<file path="src/rtl/ep_pkg.sv">
package ep_pkg;
   // Queue behaviour when full: pass lets a same-cycle read free the slot.
   typedef enum logic [0:0] {
      QK_PASS  = 1'b0,
      QK_PLAIN = 1'b1
   } qkind_e;

   localparam int NUM_STAGES = 3;
   localparam int NUM_QUEUES = NUM_STAGES + 1;
endpackage

</file>
<file path="src/rtl/ep_fifo.sv">
module ep_fifo #(
   parameter int             DW    = 16,
   parameter int             DEPTH = 2,
   parameter ep_pkg::qkind_e KIND  = ep_pkg::QK_PASS
) (
   input  logic          clk,
   input  logic          rst_n,
   input  logic          enq_valid,
   input  logic [DW-1:0] enq_data,
   output logic          enq_ready,
   output logic          deq_valid,
   output logic [DW-1:0] deq_data,
   input  logic          deq_ready
);
   localparam int AW = (DEPTH > 1) ? $clog2(DEPTH) : 1;
   localparam int CW = $clog2(DEPTH + 1);
   localparam logic [AW-1:0] LAST_IX = AW'(DEPTH - 1);
   localparam logic [CW-1:0] FULL_CNT = CW'(DEPTH);

   initial begin
      assert (DW >= 2) else $error("ep_fifo: DW must be at least 2");
      assert (DEPTH >= 2) else $error("ep_fifo: DEPTH must be at least 2");
   end

   logic [DW-1:0] mem [DEPTH];
   logic [AW-1:0] wr_ix, rd_ix;
   logic [CW-1:0] fill;
   logic          full, empty, enq_fire, deq_fire;

   function automatic logic [AW-1:0] step(input logic [AW-1:0] ix);
      return (ix == LAST_IX) ? '0 : ix + AW'(1);
   endfunction

   assign full      = (fill == FULL_CNT);
   assign empty     = (fill == '0);
   assign deq_valid = !empty;
   assign deq_data  = mem[rd_ix];
   assign deq_fire  = deq_valid && deq_ready;
   assign enq_fire  = enq_valid && enq_ready;

   generate
      if (KIND == ep_pkg::QK_PASS) begin : g_pass
         assign enq_ready = !full || deq_fire;

         // full, read and write together -> stays full
         p_full_refill_r7: assert property (@(posedge clk) disable iff (!rst_n)
            (full && deq_fire && enq_valid) |=> full);
      end else begin : g_plain
         assign enq_ready = !full;

         // full queue that is read loses one word, no refill
         p_full_refuse_r8: assert property (@(posedge clk) disable iff (!rst_n)
            (full && deq_fire) |=> !full);
      end
   endgenerate

   always_ff @(posedge clk) begin
      if (enq_fire) mem[wr_ix] <= enq_data;
   end

   always_ff @(posedge clk) begin
      if (!rst_n) begin
         wr_ix <= '0;
         rd_ix <= '0;
         fill  <= '0;
      end else begin
         if (enq_fire) wr_ix <= step(wr_ix);
         if (deq_fire) rd_ix <= step(rd_ix);
         case ({enq_fire, deq_fire})
            2'b10:   fill <= fill + CW'(1);
            2'b01:   fill <= fill - CW'(1);
            default: fill <= fill;
         endcase
      end
   end

   // a head word that is not taken stays put
   p_hold_head_r5: assert property (@(posedge clk) disable iff (!rst_n)
      (deq_valid && !deq_ready) |=> (deq_valid && $stable(deq_data)));
endmodule

</file>
<file path="src/rtl/ep_stage.sv">
module ep_stage #(
   parameter int            DW    = 16,
   parameter int            SEL   = 0,
   parameter logic [DW-1:0] ADD_V = '0,
   parameter logic [DW-1:0] XOR_V = '0
) (
   input  logic          in_valid,
   input  logic [DW-1:0] in_data,
   output logic          in_ready,
   output logic          out_valid,
   output logic [DW-1:0] out_data,
   input  logic          out_ready
);
   initial begin
      assert (SEL >= 0 && SEL <= 2) else $error("ep_stage: SEL out of range");
   end

   // Fires when the front queue holds a word and the back queue can take one.
   assign out_valid = in_valid;
   assign in_ready  = out_ready;

   generate
      if (SEL == 0) begin : g_add
         assign out_data = in_data + ADD_V;
      end else if (SEL == 1) begin : g_xor
         assign out_data = in_data ^ XOR_V;
      end else begin : g_rot
         assign out_data = {in_data[DW-2:0], in_data[DW-1]};
      end
   endgenerate
endmodule

</file>
<file path="src/rtl/elastic_pipe3.sv">
module elastic_pipe3 #(
   parameter int             DW    = 16,
   parameter int             DEPTH = 2,
   parameter ep_pkg::qkind_e KIND  = ep_pkg::QK_PASS,
   parameter int unsigned    ADD_K = 3,
   parameter int unsigned    XOR_K = 'h5A5A
) (
   input  logic          clk,
   input  logic          rst_n,
   input  logic          in_valid,
   input  logic [DW-1:0] in_data,
   output logic          in_ready,
   output logic          out_valid,
   output logic [DW-1:0] out_data,
   input  logic          out_ready
);
   localparam int NQ = ep_pkg::NUM_QUEUES;
   localparam int NS = ep_pkg::NUM_STAGES;
   localparam logic [DW-1:0] ADD_V = DW'(ADD_K);
   localparam logic [DW-1:0] XOR_V = DW'(XOR_K);

   initial begin
      assert (DW >= 2) else $error("elastic_pipe3: DW must be at least 2");
      assert (DEPTH >= 2) else $error("elastic_pipe3: DEPTH must be at least 2");
   end

   logic [NQ-1:0]         qe_v, qe_r, qd_v, qd_r;
   logic [NQ-1:0][DW-1:0] qe_d, qd_d;
   logic                  last_fire;

   assign qe_v[0]    = in_valid;
   assign qe_d[0]    = in_data;
   assign in_ready   = qe_r[0];
   assign out_valid  = qd_v[NQ-1];
   assign out_data   = qd_d[NQ-1];
   assign qd_r[NQ-1] = out_ready;

   generate
      for (genvar q = 0; q < NQ; q++) begin : g_q
         ep_fifo #(.DW(DW), .DEPTH(DEPTH), .KIND(KIND)) u_q (
            .clk       (clk),
            .rst_n     (rst_n),
            .enq_valid (qe_v[q]),
            .enq_data  (qe_d[q]),
            .enq_ready (qe_r[q]),
            .deq_valid (qd_v[q]),
            .deq_data  (qd_d[q]),
            .deq_ready (qd_r[q])
         );
      end
      for (genvar s = 0; s < NS; s++) begin : g_s
         ep_stage #(.DW(DW), .SEL(s), .ADD_V(ADD_V), .XOR_V(XOR_V)) u_st (
            .in_valid  (qd_v[s]),
            .in_data   (qd_d[s]),
            .in_ready  (qd_r[s]),
            .out_valid (qe_v[s+1]),
            .out_data  (qe_d[s+1]),
            .out_ready (qe_r[s+1])
         );
      end
   endgenerate

   assign last_fire = qd_v[NQ-2] && qd_r[NQ-2];

   // a result can only appear after the last stage has fired
   p_result_source_r3: assert property (@(posedge clk) disable iff (!rst_n)
      $rose(out_valid) |-> $past(last_fire));
endmodule

</file>
<file path="config.mk">
export PLATFORM = sky130hd
export DESIGN_NAME = elastic_pipe3
export DESIGN_NICKNAME = d
export VERILOG_FILES = /design/src/rtl/ep_pkg.sv /design/src/rtl/ep_fifo.sv /design/src/rtl/ep_stage.sv /design/src/rtl/elastic_pipe3.sv
export SDC_FILE = /design/constraint.sdc
export NUM_CORES = 1
export LEC_CHECK = 0
export ABC_CLOCK_PERIOD_IN_PS = 3600
export BUFFER_PORTS_ARGS = -buffer_cell sky130_fd_sc_hd__buf_2
export CAP_MARGIN = 25
export CORE_MARGIN = 2
export CORE_UTILIZATION = 62
export DETAILED_ROUTE_END_ITERATION = 16
export PLACE_DENSITY = 0.92
export SYNTH_ARGS = -nofsm -noshare
export SYNTH_HDL_FRONTEND = slang
export SYNTH_SLANG_ARGS = --single-unit
</file>
<file path="constraint.sdc">
create_clock -name clk -period 3.6 [get_ports clk]
set_input_delay 0.54 -clock clk [delete_from_list [all_inputs] [get_ports clk]]
set_output_delay 0.54 -clock clk [all_outputs]
set_load 0.02 [all_outputs]
</file>
==> results of run 1 <==
[metrics by stage]
step / area (um2) / util, %
6_report: 6810 / 73.3
5_1_grt: 6810 / 73.3
4_1_cts: 6810 / 73.3
3_5_place_dp: 6280 / 67.6
3_3_place_gp: 6270 / 67.5
2_1_floorplan: 5950 / -
[synthesized netlist by cell type, types with 2 or more instances]
master and instances:
nand2b_1 2, a21oi_1 7, nand2_1 16, a211oi_1 3, nor3_1 2, buf_6 2, edfxtp_1 128, clkbuf_1 5
nor2_1 27, ha_1 2, buf_1 2, nand3_1 6, and2_1 5, xnor2_1 17, a211oi_2 2, o21ai_0 7
xor2_1 12, a31oi_1 3, buf_2 2, nand4_1 2, or3_1 2, mux2_2 42, and3_1 4, nor2b_1 4
mux2i_1 21, dfxtp_1 20, inv_1 4
[sequential cells by signal, summed over array words and instances, names as in the netlist, named ones only]
register / cells
g_q.u_q.wr_ix: 4
g_q.u_q.fill: 8
g_q.u_q.rd_ix: 4
g_q.u_q.mem: 128
[power by group through the flow]
stage          registers, mW  clock network (mW)  logic (mW)
6_report                2.02                1.54       0.293
5_1_grt                 2.03                1.65       0.324
4_1_cts                 2.02                1.57       0.295
3_5_place_dp            2.06                   0       0.291
3_3_place_gp            2.05                   0       0.277
2_1_floorplan           2.03                   0       0.238
[kinds of logic (layout without fill, tap and decap cells)]
family,count (synthesis),count (layout),synth area share [%]
fa+ha+maj,2,2,0.420
buf+inv,17,79,1.56
mux,63,63,11.5
compound gates,28,28,3.30
xor+xnor,29,29,4.27
simple gates,81,81,7.69
flops,148,148,71.3
[final timing paths]
check	slack [ns]	to	cells after the start	from
worst min register to register	0.52	flop	2	g_q[3].u_q.rd_ix$_SDFFE_PN0P_
worst max-delay path	1.22	out_data[13]	2	flop
worst max register to register	1.50	g_q[1].u_q.mem[1][8]$_DFFE_PP_	4	g_q[3].u_q.fill[0]$_SDFFE_PN0P_
worst min-delay path	0.21	g_q[0].u_q.mem[0][2]$_DFFE_PP_	1	in_data[2]
[layout make-up]
| class | instances | area share (%) |
|---|---|---|
| Clock buffer | 17 | 6.08 |
| Clock inverter | 15 | 1.73 |
| Inverter | 5 | 0.276 |
| Multi-Input combinational cell | 203 | 23.9 |
| Sequential cell | 148 | 62.3 |
| Tap cell | 129 | 2.37 |
| Timing Repair Buffer | 42 | 3.33 |
[routing by layer]
layer	routed length [um]	track usage, %	vias up
met2	4280	29.5	65
met5	0	0	-
met1	3760	22.3	1442
met3	368	6.98	4
met4	71	5.95	0
li1	-	-	1480
[worst max-delay path, stage by stage (launching register included)]
cell and delay [ns]:
dfxtp_1 0.75, mux2_2 0.41, buf_2 0.16
==> results.py, run 1 <==
metrics = {
    "run_status": {
        "outcome": "completed",
    },
    "min_path": {
        "holdCritPathClass": "input pin to flop",
    },
    "cts": {
        "cts_tree": "done",
        "clkLatencyLatePin_ns": 0.52,
        "cts_resized": 0,
        "h-tree-depth": 4,
        "cts-buffers-inserted": 17,
        "clk_pin_slew_ns": 0.07,
        "hold_buffers": 0,
        "clock_path_buffers": 2,
        "root_buffer": "clkbuf_8",
        "cts.sinks": 148,
        "cts_setup_buffers": 0,
    },
    "global_routing": {
        "grt_pass1_wl_um": 13700,
        "first_global_vias": 2880,
        "grt-ovfl-total": 0,
        "gr-usage-all-layers_pct": 18.0,
        "grt_max_degree": 27,
        "antenna_found_initial": 0,
    },
    "synth": {
        "synth_cells": 368,
        "yosysTopAreaCell": "edfxtp_1",
        "synthTopCellsByArea": "edfxtp_1 (65%), mux2_2 (7.9%), dfxtp_1 (6.7%)",
        "seq_area_frac_synth_pct": 71.3,
        "synth_cell_type_count": 46,
        "synth_fp_nets": 390,
        "async_flop_share_pct": 0,
        "syn_avg_cell_area_um2": 16.2,
        "synth_warnings": 0,
        "syn_area_um2": 5950,
        "synth-edff-count": 128,
        "synth_ff_type": "edfxtp_1",
        "synth_top_area_share_pct": 64.6,
        "yosys_register_bits": 148,
    },
    "route": {
        "drc": 0,
        "drt_iter0_drc": 120,
        "vias": 2991,
        "via_per_inst": 5.35,
        "drt-pass1-iter-count": 4,
        "antenna_left": 0,
        "wire_per_inst_um": 15.2,
        "totalWireLength_um": 8480,
    },
    "power_and_ir_drop": {
        "switching_share_pct": 23.4,
        "p_clk_share_pct": 40.0,
        "combPwrFrac_pct": 7.6,
        "p_seq_share_pct": 52.4,
        "p_total_mw": 3.86,
        "ir_drop_mv": 0.362,
        "power_switching_mw": 0.901,
        "internal-power_mw": 2.96,
        "p_leak_nw": 2.31,
        "power.density_nw_per_um2": 567,
    },
    "critical_path": {
        "critPathCaptureType": "output pin",
        "arrival_ns": 1.84,
        "required_ns": 3.06,
        "start_kind": "flop",
        "worstPathMaxFanout": 16,
        "crit_type": "flop to output pin",
    },
    "timing": {
        "hold_violations": 0,
        "fin_setup_tns_ns": 0,
        "slew_headroom_pct": 50.0,
        "setup_viol": 0,
        "slew_violations": 0,
        "post-route-min-period_ns": 2.38,
        "fin_worst_skew_ns": 0.0127,
        "fmax_ghz": 0.419,
        "tightestPinTransition_ns": 0.750,
        "finalCritPeriodShare_pct": 66.2,
        "rsz0062_at_grt": "false",
        "setup_ws_ns": 1.22,
        "whs_ns": 0.205,
    },
    "floorplan": {
        "core_area_um2": 9280,
        "fp.dieArea_um2": 10400,
        "die_w_um": 102,
        "rows": 35,
        "die_h_um": 102,
        "start_util_pct": 64.1,
        "ios": 38,
    },
    "final_layout": {
        "regArea_um2": 4240,
        "areaGrowthSynthToFinish_pct": 14.4,
        "diodes": 0,
        "multi_input_area_um2": 1630,
        "fin_nets": 439,
        "layout_commonest_cell": "edfxtp_1",
        "finalNonFillerCells": 559,
        "n_fill_cell": 587,
        "drive_gt1_share_pct": 30.2,
        "final_cell_mix": "edfxtp_1 (128), mux2_2 (42), buf_2 (37), nor2_1 (27), mux2i_1 (21)",
    },
    "run": {
        "maxCapViolCount": 0,
    },
    "place": {
        "place.gp.congestion": 0.729,
        "dpl.hpwl_um": 5660,
        "place_ws_ns": 1.29,
        "io_buffers": 37,
        "dp_cells": 527,
    },
}
Note: power is estimated with default switching activity, not from simulation.
==> run 2: changes to the inputs <==
--- a/config.mk
+++ b/config.mk
@@ -5,13 +5,14 @@
 export SDC_FILE = /design/constraint.sdc
 export NUM_CORES = 1
 export LEC_CHECK = 0
-export ABC_CLOCK_PERIOD_IN_PS = 3600
+export ABC_AREA = 1
+export ABC_CLOCK_PERIOD_IN_PS = 2100
 export BUFFER_PORTS_ARGS = -buffer_cell sky130_fd_sc_hd__buf_2
 export CAP_MARGIN = 25
 export CORE_MARGIN = 2
-export CORE_UTILIZATION = 62
+export CORE_UTILIZATION = 54
 export DETAILED_ROUTE_END_ITERATION = 16
-export PLACE_DENSITY = 0.92
+export PLACE_DENSITY = 0.86
 export SYNTH_ARGS = -nofsm -noshare
 export SYNTH_HDL_FRONTEND = slang
 export SYNTH_SLANG_ARGS = --single-unit
==> constraint.sdc (replaced) <==
create_clock -name clk -period 2.1 [get_ports clk]
set_input_delay 0.315 -clock clk [delete_from_list [all_inputs] [get_ports clk]]
set_output_delay 0.315 -clock clk [all_outputs]
set_load 0.02 [all_outputs]
==> run 2 against run 1 <==
Net effect:
- non-clock buffer count grew 25
- first-iteration DRC count grew 49%
- hold slack worse by 0.040 ns
- flip-flop and latch count is the same
- synthesized cell count up 15%
- via count rose by 14%
- combinational power grew to 6.2 times the previous value
- count of clock-buffer cells in the layout stayed put
- largest power group unchanged
- core utilization down 7.8 points
==> results.py, run 2 <==
metrics = {
    "synth": {
        "synth_cells": 425,
        "synth_warnings": 0,
        "yosysTopAreaCell": "edfxtp_1",
        "synth_ff_type": "edfxtp_1",
        "syn_avg_cell_area_um2": 13.8,
        "synthTopCellsByArea": "edfxtp_1 (66%), mux2_2 (7.7%), dfxtp_1 (6.8%)",
        "synth_top_area_share_pct": 65.7,
        "synth-edff-count": 128,
        "yosys_register_bits": 148,
        "post-synth-top-count-cell": "edfxtp_1",
        "syn_area_um2": 5850,
        "synth_common_cells": "edfxtp_1 (128), nand2_1 (61), mux2_2 (40), inv_1 (39), nor2_1 (35)",
        "async_flop_share_pct": 0,
        "synth_cell_type_count": 27,
        "synth_fp_nets": 447,
        "seq_area_frac_synth_pct": 72.5,
    },
    "critical_path": {
        "slowest_delay_ns": 0.32,
        "start_kind": "flop",
        "crit_type": "flop to output pin",
        "cpMaxStageDelayCell": "dfxtp_1",
        "arrival_ns": 1.64,
        "crit_top_cell": "nand3_1",
        "path_buf_inv": 3,
        "crit_path_cell_trace": "inv_1, nand3_1, nor2_1, nand3_1, buf_4, buf_2",
        "critPathCaptureType": "output pin",
        "rrSetupSlack_ns": 0.17,
        "required_ns": 1.78,
        "critPathTopFamily": "simple AND/OR/NAND/NOR gates",
        "worstPathMaxFanout": 3,
    },
    "floorplan": {
        "die_h_um": 108,
        "start_util_pct": 54.7,
        "rows": 38,
        "fp.dieArea_um2": 11700,
        "ios": 38,
        "core_area_um2": 10700,
        "die_w_um": 108,
    },
    "route": {
        "drt_iter0_drc": 179,
        "vias": 3396,
        "totalWireLength_um": 9670,
        "drc": 0,
        "antenna_left": 0,
        "via_per_inst": 5.19,
        "drt-pass1-iter-count": 5,
        "wire_per_inst_um": 14.8,
    },
    "timing": {
        "slew_violations": 0,
        "fmax_ghz": 0.511,
        "tightestPinTransition_ns": 0.716,
        "fin_worst_skew_ns": 0.00934,
        "fin_setup_tns_ns": 0,
        "rsz0062_at_grt": "false",
        "slew_headroom_pct": 52.2,
        "setup_viol": 0,
        "post-route-min-period_ns": 1.96,
        "hold_violations": 0,
        "finalCritPeriodShare_pct": 93.2,
    },
    "final_layout": {
        "layout_commonest_cell": "edfxtp_1",
        "utilization_pct": 65.5,
        "final_cell_mix": "edfxtp_1 (128), nand2_1 (61), mux2_2 (40), inv_1 (39), buf_2 (37)",
        "fin_nets": 523,
        "regMostFlops": "g_q.u_q.mem",
        "drive_gt1_share_pct": 25.3,
        "regArea_um2": 4240,
        "multi_input_area_um2": 1410,
        "largest_reg_flops": 128,
        "diodes": 0,
        "n_fill_cell": 738,
        "biggestRegsByFlops": "g_q.u_q.mem (128), g_q.u_q.fill (8)",
        "areaGrowthSynthToFinish_pct": 19.8,
    },
    "global_routing": {
        "gr-usage-all-layers_pct": 18.1,
        "first_global_vias": 3440,
        "antenna_found_initial": 0,
        "grt_max_degree": 30,
        "grt_pass1_wl_um": 15900,
        "grt-ovfl-total": 0,
    },
    "cts": {
        "cts_setup_buffers": 0,
        "h-tree-depth": 4,
        "clock_path_buffers": 2,
        "clk_pin_slew_ns": 0.07,
        "root_buffer": "clkbuf_8",
        "clkLatencyLatePin_ns": 0.52,
        "cts-buffers-inserted": 17,
        "cts.sinks": 148,
        "cts_tree": "done",
    },
    "place": {
        "io_buffers": 37,
        "dpl.hpwl_um": 6090,
        "place.gp.congestion": 0.885,
    },
    "power_and_ir_drop": {
        "power.density_nw_per_um2": 1260,
        "p_total_mw": 8.81,
        "ir_drop_mv": 0.665,
        "p_leak_nw": 2.62,
    },
    "run_status": {
        "outcome": "completed",
    },
    "min_path": {
        "holdCritPathClass": "input pin to flop",
    },
    "run": {
        "maxCapViolCount": 0,
    },
}
-- run 2: path summary, 6_finish.rpt --
path                                                       from                               to  cells after the start
worst max register to register                             flop  g_q[1].u_q.mem[1][15]$_DFFE_PP_                      7
worst min-delay path                                  out_ready    g_q[3].u_q.rd_ix$_SDFFE_PN0P_                      4
worst max-delay path            g_q[3].u_q.fill[0]$_SDFFE_PN0P_                         in_ready                      6
worst min register to register    g_q[3].u_q.rd_ix$_SDFFE_PN0P_    g_q[3].u_q.rd_ix$_SDFFE_PN0P_                      1
-- run 2: cells by family (layout without fill, tap and decap cells) --
logic type / after synthesis / count (layout) / share of synthesized area (%)
AO/OA/AOI/OAI: 49 / 49 / 4.47
flip-flops: 148 / 148 / 72.5
buffers and inverters: 49 / 138 / 3.53
adder cells (fa/ha/maj): 2 / 2 / 0.428
AND/OR/NAND/NOR: 117 / 117 / 8.15
XOR/XNOR: 11 / 11 / 1.65
multiplexers: 49 / 49 / 9.24
-- run 2: area by class of cell --
| class | count | share of cell area (%) |
|---|---|---|
| Multi-Input combinational cell | 228 | 20.1 |
| Clock buffer | 17 | 5.91 |
| Timing Repair Buffer | 67 | 6.60 |
| Sequential cell | 148 | 60.5 |
| Inverter | 39 | 2.09 |
| Clock inverter | 15 | 2.32 |
| Tap cell | 140 | 2.50 |
-- run 2: worst register-to-register path, cell delays in order (launching register included) --
cell and delay (ns):
dfxtp_1 0.36, buf_12 0.18, o21ai_0 0.41, nand2_1 0.15, nor2_1 0.11, nand3_1 0.16
o21bai_1 0.18, nand2_1 0.10
-- run 2: power breakdown --
part / switching, mW / internal (mW) / total [mW]
clock network: 1.26 / 1.62 / 2.89
registers: 0.222 / 3.88 / 4.11
logic: 1.08 / 0.734 / 1.82
-- run 2: metal layers --
metal | part of all wire (%) | track usage (%) | vias up
met5 | 0 | 0 | -
met2 | 53 | 31.8 | 117
met4 | 2.2 | 9.16 | 0
li1 | - | - | 1658
met1 | 40 | 20.3 | 1599
met3 | 4.4 | 5.00 | 22
-- run 2: repair_timing --
| action | 4_1_cts | 5_1_grt |
|---|---|---|
| hold buffers | 16 | 0 |
| endpoints found under the setup margin | 0 | 17 |
| resized for setup | 0 | 2 |
| hold endpoints to repair | 32 | 0 |
-- run 2: per-stage QoR --
| stage | cell area (um2) | hold WS, ns | setup WS, ns | instances |
|---|---|---|---|---|
| 2_1_floorplan | 5850 | 0.414 | 0.0607 | 425 |
| 3_3_place_gp | 6260 | 0.435 | -0.0307 | 605 |
| 3_5_place_dp | 6270 | 0.447 | 0.160 | 606 |
| 4_1_cts | 7010 | 0.132 | 0.140 | 654 |
| 5_1_grt | 7010 | 0.150 | 0.0398 | 654 |
| 6_report | 7010 | 0.165 | 0.143 | 654 |
==> run 3: changes to the inputs <==
--- a/config.mk
+++ b/config.mk
@@ -10,9 +10,11 @@
 export BUFFER_PORTS_ARGS = -buffer_cell sky130_fd_sc_hd__buf_2
 export CAP_MARGIN = 25
 export CORE_MARGIN = 2
-export CORE_UTILIZATION = 54
+export CORE_UTILIZATION = 56
+export CTS_BUF_LIST = sky130_fd_sc_hd__clkbuf_4 sky130_fd_sc_hd__clkbuf_8
 export DETAILED_ROUTE_END_ITERATION = 16
-export PLACE_DENSITY = 0.86
+export GPL_ROUTABILITY_DRIVEN = 0
+export PLACE_DENSITY = 0.88
 export SYNTH_ARGS = -nofsm -noshare
 export SYNTH_HDL_FRONTEND = slang
 export SYNTH_SLANG_ARGS = --single-unit
==> run 3 against run 2 <==
Net effect:
- non-clock buffer count fell by 16
- hold slack got worse by 0.10 ns
- global-route usage fell by 1.1 points
- critical endpoint is now g_q[1].u_q.mem[1][14]$_DFFE_PP_
- flip-flop and latch count stayed put
- critical path depth is 1 higher
- routed wire length down 10%
- count of clock-buffer cells in the layout unchanged
- highest routed layer unchanged
- via count is 4.3% lower
==> results.py, run 3 (synthesis results as in run 2) <==
metrics = {
    "timing": {
        "finalCritPeriodShare_pct": 90.9,
        "rsz0062_at_grt": "false",
        "fin_setup_tns_ns": 0,
        "slew_violations": 0,
        "setup_viol": 0,
        "fin_worst_skew_ns": 0.0126,
        "setup_ws_ns": 0.192,
        "post-route-min-period_ns": 1.91,
        "slew_headroom_pct": 53.4,
        "tightestPinTransition_ns": 0.698,
        "fmax_ghz": 0.524,
        "hold_violations": 0,
    },
    "floorplan": {
        "rows": 37,
        "core_area_um2": 10200,
        "die_h_um": 106,
        "start_util_pct": 57.2,
        "ios": 38,
        "die_w_um": 106,
        "fp.dieArea_um2": 11300,
    },
    "final_layout": {
        "drive_gt1_share_pct": 25.7,
        "final_cell_mix": "edfxtp_1 (128), nand2_1 (61), mux2_2 (40), inv_1 (39), buf_2 (37)",
        "biggestRegsByFlops": "g_q.u_q.mem (128), g_q.u_q.fill (8)",
        "diodes": 0,
        "largest_reg_flops": 128,
        "fin_nets": 507,
        "regMostFlops": "g_q.u_q.mem",
        "areaGrowthSynthToFinish_pct": 14.3,
        "layout_commonest_cell": "edfxtp_1",
        "finalNonFillerCells": 634,
    },
    "power_and_ir_drop": {
        "switching_share_pct": 29.8,
        "ir_drop_mv": 0.648,
        "power_switching_mw": 2.42,
        "internal-power_mw": 5.71,
        "p_seq_share_pct": 50.3,
        "power.density_nw_per_um2": 1220,
        "p_clk_share_pct": 27.9,
        "p_leak_nw": 2.49,
        "combPwrFrac_pct": 21.8,
    },
    "cts": {
        "cts_tree": "done",
        "root_buffer": "clkbuf_8",
        "cts-buffers-inserted": 17,
        "clock_path_buffers": 2,
        "cts.sinks": 148,
        "cts_setup_buffers": 0,
        "clkLatencyLatePin_ns": 0.43,
        "h-tree-depth": 4,
        "hold_buffers": 0,
        "clk_pin_slew_ns": 0.09,
    },
    "route": {
        "vias": 3251,
        "via_per_inst": 5.13,
        "antenna_left": 0,
        "totalWireLength_um": 8670,
        "wire_per_inst_um": 13.7,
        "drc": 0,
        "drt_iter0_drc": 137,
        "drt-pass1-iter-count": 5,
    },
    "critical_path": {
        "critPathCaptureType": "flop",
        "ff2ff_path_depth": 7,
        "worstPathMaxFanout": 33,
        "rrSetupSlack_ns": 0.19,
        "rr_endpoint": "g_q[1].u_q.mem[1][14]$_DFFE_PP_",
        "required_ns": 2.27,
        "arrival_ns": 2.08,
        "crit_type": "flop to flop",
        "start_kind": "flop",
    },
    "global_routing": {
        "antenna_found_initial": 0,
        "grt_pass1_wl_um": 14800,
        "grt-ovfl-total": 0,
        "grt_max_degree": 34,
        "gr-usage-all-layers_pct": 17.0,
        "first_global_vias": 3306,
    },
    "place": {
        "dpl.hpwl_um": 5960,
        "dp_cells": 602,
        "io_buffers": 37,
        "place_ws_ns": 0.146,
    },
    "min_path": {
        "holdPathStages": 1,
        "hp-start": "in_data[4]",
        "holdPathEnd": "g_q[0].u_q.mem[0][4]$_DFFE_PP_",
        "holdCritPathClass": "input pin to flop",
    },
    "run": {
        "maxCapViolCount": 0,
    },
    "run_status": {
        "outcome": "completed",
    },
}
## run 3: changes by cell type in the layout (fill, tap and decap cells not counted), sizes merged
cell         change
inv              +2
clkinv           -2
bufinv           +1
dlygate4sd3     -16
clkinvlp         -1
## run 3: routing by layer
metal | vias to the layer above | part of all wire (%) | track usage [%]
met5 | - | 0 | 0
met4 | 0 | 0.93 | 7.52
met3 | 6 | 4.4 | 4.41
met2 | 83 | 51 | 28.5
met1 | 1541 | 44 | 20.9
li1 | 1621 | - | -
## run 3: cell type report
type | count | area (um2)
clock buffer | 17 | 234
clock inverter | 15 | 188
fill | 729 | 3550
inverter | 39 | 146
multi-input combinational | 228 | 1400
sequential | 148 | 4240
tap | 136 | 170
timing repair buffer | 51 | 303
## run 3: power by group through the flow
stage               registers, mW  clock network, mW  logic [mW]
finish                       4.09               2.27        1.77
global route                 4.15               2.45        1.94
CTS                          4.10               2.31        1.79
detailed placement           4.16                  0        1.77
global placement             4.12                  0        1.70
floorplan                    4.05                  0        1.34
## run 3: how the worst max path moves through the flow
| stage | start | endpoint | slack [ns] | depth (start not counted) |
|---|---|---|---|---|
| after floorplan | g_q[3].u_q.fill[0]$_SDFFE_PN0P_ | g_q[2].u_q.mem[1][0]$_DFFE_PP_ | 0.06 | 6 |
| after global placement | out_ready | g_q[0].u_q.mem[0][13]$_DFFE_PP_ | -0.02 | 7 |
| after detailed placement | flop | g_q[1].u_q.mem[0][14]$_DFFE_PP_ | 0.15 | 7 |
| after CTS | flop | g_q[1].u_q.mem[1][14]$_DFFE_PP_ | 0.13 | 7 |
| after global routing | g_q[2].u_q.fill[0]$_SDFFE_PN0P_ | g_q[2].u_q.mem[0][7]$_DFFE_PP_ | 0.02 | 8 |
| final | flop | g_q[1].u_q.mem[1][14]$_DFFE_PP_ | 0.19 | 7 |
## run 3: what timing repair did
item	4_1_cts	5_1_grt
resized for setup	0	1
hold endpoints to repair	0	0
setup endpoints to repair	0	1
## run 3: worst max-delay path: stages, from the launching register on
cell and delay [ns]:
dfxtp_1 0.36, buf_12 0.18, o21ai_0 0.20, ha_1 0.33
nor3_2 0.30, nand3_1 0.12, nand2_1 0.08, nand2_1 0.07
## run 3: metrics by stage
stage	power, mW	utilization (%)	hold slack [ns]	cell area [um2]
after detailed placement	5.93	61.2	0.442	6260
final	8.13	65.3	0.0650	6690
after CTS	8.19	65.3	0.0422	6690
after global placement	5.82	61.1	0.435	6260
after floorplan	5.40	-	0.414	5850
after global routing	8.54	65.3	0.0375	6690
